[config.mk]
export PLATFORM = sky130hd
export DESIGN_NAME = gpr_view_file
export DESIGN_NICKNAME = d
export VERILOG_FILES = /design/src/rtl/gpr_view_file.sv
export SDC_FILE = /design/constraint.sdc
export NUM_CORES = 2
export LEC_CHECK = 0
export BUFFER_PORTS_ARGS = -buffer_cell sky130_fd_sc_hd__buf_2
export CAP_MARGIN = 30
export CELL_PAD_IN_SITES_DETAIL_PLACEMENT = 2
export CELL_PAD_IN_SITES_GLOBAL_PLACEMENT = 2
export CORE_AREA = 2 2 285 399
export CTS_CLUSTER_DIAMETER = 100
export CTS_CLUSTER_SIZE = 25
export DETAILED_ROUTE_END_ITERATION = 10
export DIE_AREA = 0 0 287 401
export PLACE_DENSITY_LB_ADDON = 0.1
export SETUP_SLACK_MARGIN = 0.5
export SLEW_MARGIN = 10
export SYNTH_ARGS = -nofsm -noshare
export SYNTH_HDL_FRONTEND = slang
export SYNTH_SLANG_ARGS = --single-unit
[constraint.sdc]
create_clock -name clk -period 10.55 [get_ports clk]
set_input_delay 1.055 -clock clk [delete_from_list [all_inputs] [get_ports clk]]
set_output_delay 1.055 -clock clk [all_outputs]
set_load 0.005 [all_outputs]
[src/rtl/gpr_view_file.sv]
module gpr_view_file #(
  parameter int NREGS = 16,
  parameter int XLEN  = 64,
  localparam int IW   = $clog2(NREGS)
) (
  input  logic            clk,
  input  logic            rst,
  input  logic            long_mode,
  input  logic            wr_en,
  input  logic [IW-1:0]   wr_idx,
  input  logic [1:0]      wr_sz,
  input  logic            wr_hi,
  input  logic [XLEN-1:0] wr_data,
  output logic            wr_illegal,
  input  logic [IW-1:0]   ra_idx,
  input  logic [1:0]      ra_sz,
  input  logic            ra_hi,
  output logic [XLEN-1:0] ra_data,
  output logic            ra_illegal,
  input  logic [IW-1:0]   rb_idx,
  input  logic [1:0]      rb_sz,
  input  logic            rb_hi,
  output logic [XLEN-1:0] rb_data,
  output logic            rb_illegal
);
  typedef struct packed {
    logic          bad;
    logic [IW-1:0] sel;
    logic          hib;
  } view_t;

  logic [XLEN-1:0] regs [NREGS];

  function automatic view_t decode(input logic [IW-1:0] idx, input logic [1:0] sz,
                                   input logic hi, input logic lm);
    view_t v;
    v.bad = 1'b0;
    v.sel = idx;
    v.hib = 1'b0;
    if (sz == 2'd0) begin
      if (hi) begin
        if (idx < IW'(4)) v.hib = 1'b1;
        else              v.bad = 1'b1;
      end else if (!lm && idx >= IW'(4) && idx < IW'(8)) begin
        v.sel = idx - IW'(4);
        v.hib = 1'b1;
      end else if (!lm && idx >= IW'(8)) begin
        v.bad = 1'b1;
      end
    end
    return v;
  endfunction

  function automatic logic [XLEN-1:0] view_rd(input logic [XLEN-1:0] r, input logic [1:0] sz,
                                              input logic hib);
    case (sz)
      2'd0:    return XLEN'(hib ? r[15:8] : r[7:0]);
      2'd1:    return XLEN'(r[15:0]);
      2'd2:    return XLEN'(r[31:0]);
      default: return r;
    endcase
  endfunction

  function automatic logic [XLEN-1:0] merge(input logic [XLEN-1:0] r, input logic [XLEN-1:0] d,
                                            input logic [1:0] sz, input logic hib);
    logic [XLEN-1:0] n;
    n = r;
    case (sz)
      2'd0: if (hib) n[15:8] = d[7:0];
            else     n[7:0]  = d[7:0];
      2'd1: n[15:0] = d[15:0];
      2'd2: n = XLEN'(d[31:0]);
      default: n = d;
    endcase
    return n;
  endfunction

  view_t va, vb, vw;
  assign va = decode(ra_idx, ra_sz, ra_hi, long_mode);
  assign vb = decode(rb_idx, rb_sz, rb_hi, long_mode);
  assign vw = decode(wr_idx, wr_sz, wr_hi, long_mode);

  assign ra_illegal = va.bad;
  assign rb_illegal = vb.bad;
  assign wr_illegal = vw.bad;
  assign ra_data = va.bad ? '0 : view_rd(regs[va.sel], ra_sz, va.hib);
  assign rb_data = vb.bad ? '0 : view_rd(regs[vb.sel], rb_sz, vb.hib);

  always_ff @(posedge clk) begin
    if (rst) begin
      for (int i = 0; i < NREGS; i++) regs[i] <= '0;
    end else if (wr_en && !vw.bad) begin
      regs[vw.sel] <= merge(regs[vw.sel], wr_data, wr_sz, vw.hib);
    end
  end
endmodule

==> flow_summary.yaml <==
run_status:
  status: "finished clean"
setup_path:
  path_common_cell: "buf_2"
  worstPathArrival_ps: 5490
  path_buf_inv: 4
  max_stage_delay_ps: 760
  path_cells: "buf_2, inv_1, ha_1, nor2_1, nand3_1, nand2_4, buf_4, mux2i_1, and2_1, a211oi_1, buf_2"
  crit_path_top_delay_cell: "buf_4"
  critical_path.max_fanout: 51
  path_delay_family: "buffers and inverters"
  startpoint_type: "primary input"
  crit_required_ps: 9500
  endpoint_kind: "output pin"
  critical_path_class: "in2out"
route:
  post-route-drc-count: 0
  routed_wl_um: 206100
  routed_via_density: 6.925
  postRouteAntennaNets: 0
  via_count: 37180
  drt-initial-drc-count: 3915
  drt_pass1_iterations: 5
  wire_per_inst_um: 38.39
cells_and_area:
  final_common_cell: "edfxtp_1"
  drive_gt1_frac: 0.2512
  top_regs: "regs x1024"
  largest_reg_flops: 1024
  final_cell_mix: "1024 x edfxtp_1, 679 x nor2_1, 514 x mux4_2"
  syn_to_final_growth_pct: 7.938
  final_cell_area_um2: 58580
  final_util: 0.5259
  fin_nets: 3985
  largest_register: "regs"
logic_synthesis:
  synth_cell_types: 47
  ys.warnings.count: 0
  syn_nets: 3973
  ys_seq_elements: 1024
  synth_flop_cell: "edfxtp_1"
  synthArstFlopShare: 0
  synth_seq_area_share: 0.5666
  syn-cell-area_um2: 54270
  synth_edf_count: 1024
  synthCells: 3876
  synth_area_per_cell_um2: 14.00
floorplanning:
  coreArea_um2: 111400
  die_h_um: 401
  die_w_um: 287
  io_pins: 220
  initial_core_util: 0.4872
  num_rows: 145
  die-area_um2: 115100
pwr:
  pwr_density_cell_nw_per_um2: 142.3
  ir_worst_vdd_mv: 0.1069
  power.leakage_nw: 20.52
cts:
  post-cts-setup-buffer-count: 0
  cts_made_buffers: 47
  cts_hold_buf: 0
  cts_tree: "yes"
  cts_max_level: 2
  cts_resized: 0
  clkTransAtPathRegs_ps: 110
  clock_sinks: 1024
  cts_root_buf: "clkbuf_16"
  clock_path_buffers: 3
timing:
  fin_crit_ps: 6542
  slew_viol_final: 0
  tightest_slew_ps: 1306
  tns_ps: 0
  rsz0062_at_grt: "no"
  fmax_ghz: 0.1529
  slew-limit-headroom: 0.1296
  fin_crit_sh: 0.6201
  finalHoldViolCount: 0
  final-setup-viol-count: 0
placement:
  port-buffer-count: 219
  gp_congestion: 0.8624
  place_area_um2: 57140
  dp_hpwl_um: 131000
min_path:
  hold_path.class: "in2reg"
global_route:
  grt_antenna_before_repair: 10
  grt_pass1_vias: 41021
  grt_max_degree: 126
  grt_use_total: 0.3595
  grt_pass1_wl_um: 296800
  grt_overflow_total: 0
job:
  cap_viol_max_count: 0
[cells in the mapped netlist, types with 2 or more instances]
library cell,n,area [um2]
a211oi_1,108,810.8
a21oi_1,24,120.1
a31oi_1,3,18.77
and2_1,301,1883
and3_1,183,1145
buf_1,15,56.30
buf_2,84,420.4
buf_6,2,22.52
clkbuf_1,257,964.7
edfxtp_1,1024,30750
ha_1,8,100.1
inv_1,6,22.52
mux2_2,4,45.04
mux2i_1,104,1041
mux4_2,514,11580
nand2_1,329,1235
nand2b_1,35,219.0
nand3_1,61,305.3
nand4_1,3,18.77
nor2_1,685,2571
nor2b_1,6,37.54
nor3_1,18,90.09
nor3_2,3,30.03
nor4_1,6,37.54
nor4_2,3,37.54
nor4bb_1,2,20.02
o211a_1,17,170.2
o21a_1,2,15.01
o21ai_0,4,20.02
o22ai_1,15,93.84
or2_2,22,137.6
or3_1,11,68.82
xnor2_1,3,26.28
[final timing paths]
path	from	to	cells past startpoint
min	wr_data[21]	regs[4][21]	2
max	rb_idx[2]	rb_data[15]	11
[stage by stage]
stage	worst slack, ps	cells	power, mW	hold WS, ps
4_1_cts	4163	5353	8.330	837.0
2_1_floorplan	6284	3876	5.649	1253
5_1_grt	3912	5365	8.505	875.8
3_5_place_dp	4181	5302	6.226	1549
6_report	4008	5369	8.333	860.0
3_3_place_gp	3989	5278	6.118	1506
[kinds of logic (layout without fill, tap and decap cells)]
family / Yosys count / after routing / share of synthesized area
buf+inv: 365 / 379 / 0.02748
other cells: 0 / 9 / 0
xor+xnor: 3 / 3 / 0.0004842
simple gates: 1674 / 1674 / 0.1458
mux: 624 / 624 / 0.2341
compound gates: 178 / 178 / 0.02370
flops: 1024 / 1024 / 0.5666
fa+ha+maj: 8 / 8 / 0.001844
[power breakdown]
group          internal, mW  switching (mW)
Combinational         0.526           0.802
Sequential             4.69           0.132
Clock                 0.840            1.34
Total                  6.06            2.27
[cell type report]
cell class              count  area (um2)
diodes                      9       22.52
repair buffers            322        2337
clock inverters             2       32.53
inverters                   6       22.52
clock buffers              49        1226
multi-input cells        2487       22350
flip-flops and latches   1024       30750
fillers                 10247       52820
well taps                1470        1839
[routing by layer]
| layer | track usage | vias to the layer above | share of wire |
|---|---|---|---|
| met5 | 0 | - | 0.00011 |
| met4 | 0.2037 | 4 | 0.064 |
| met3 | 0.04164 | 550 | 0.062 |
| met2 | 0.6201 | 1787 | 0.52 |
| met1 | 0.4373 | 20148 | 0.36 |
| li1 | - | 14691 | - |
(Power assumes the default switching activity.)
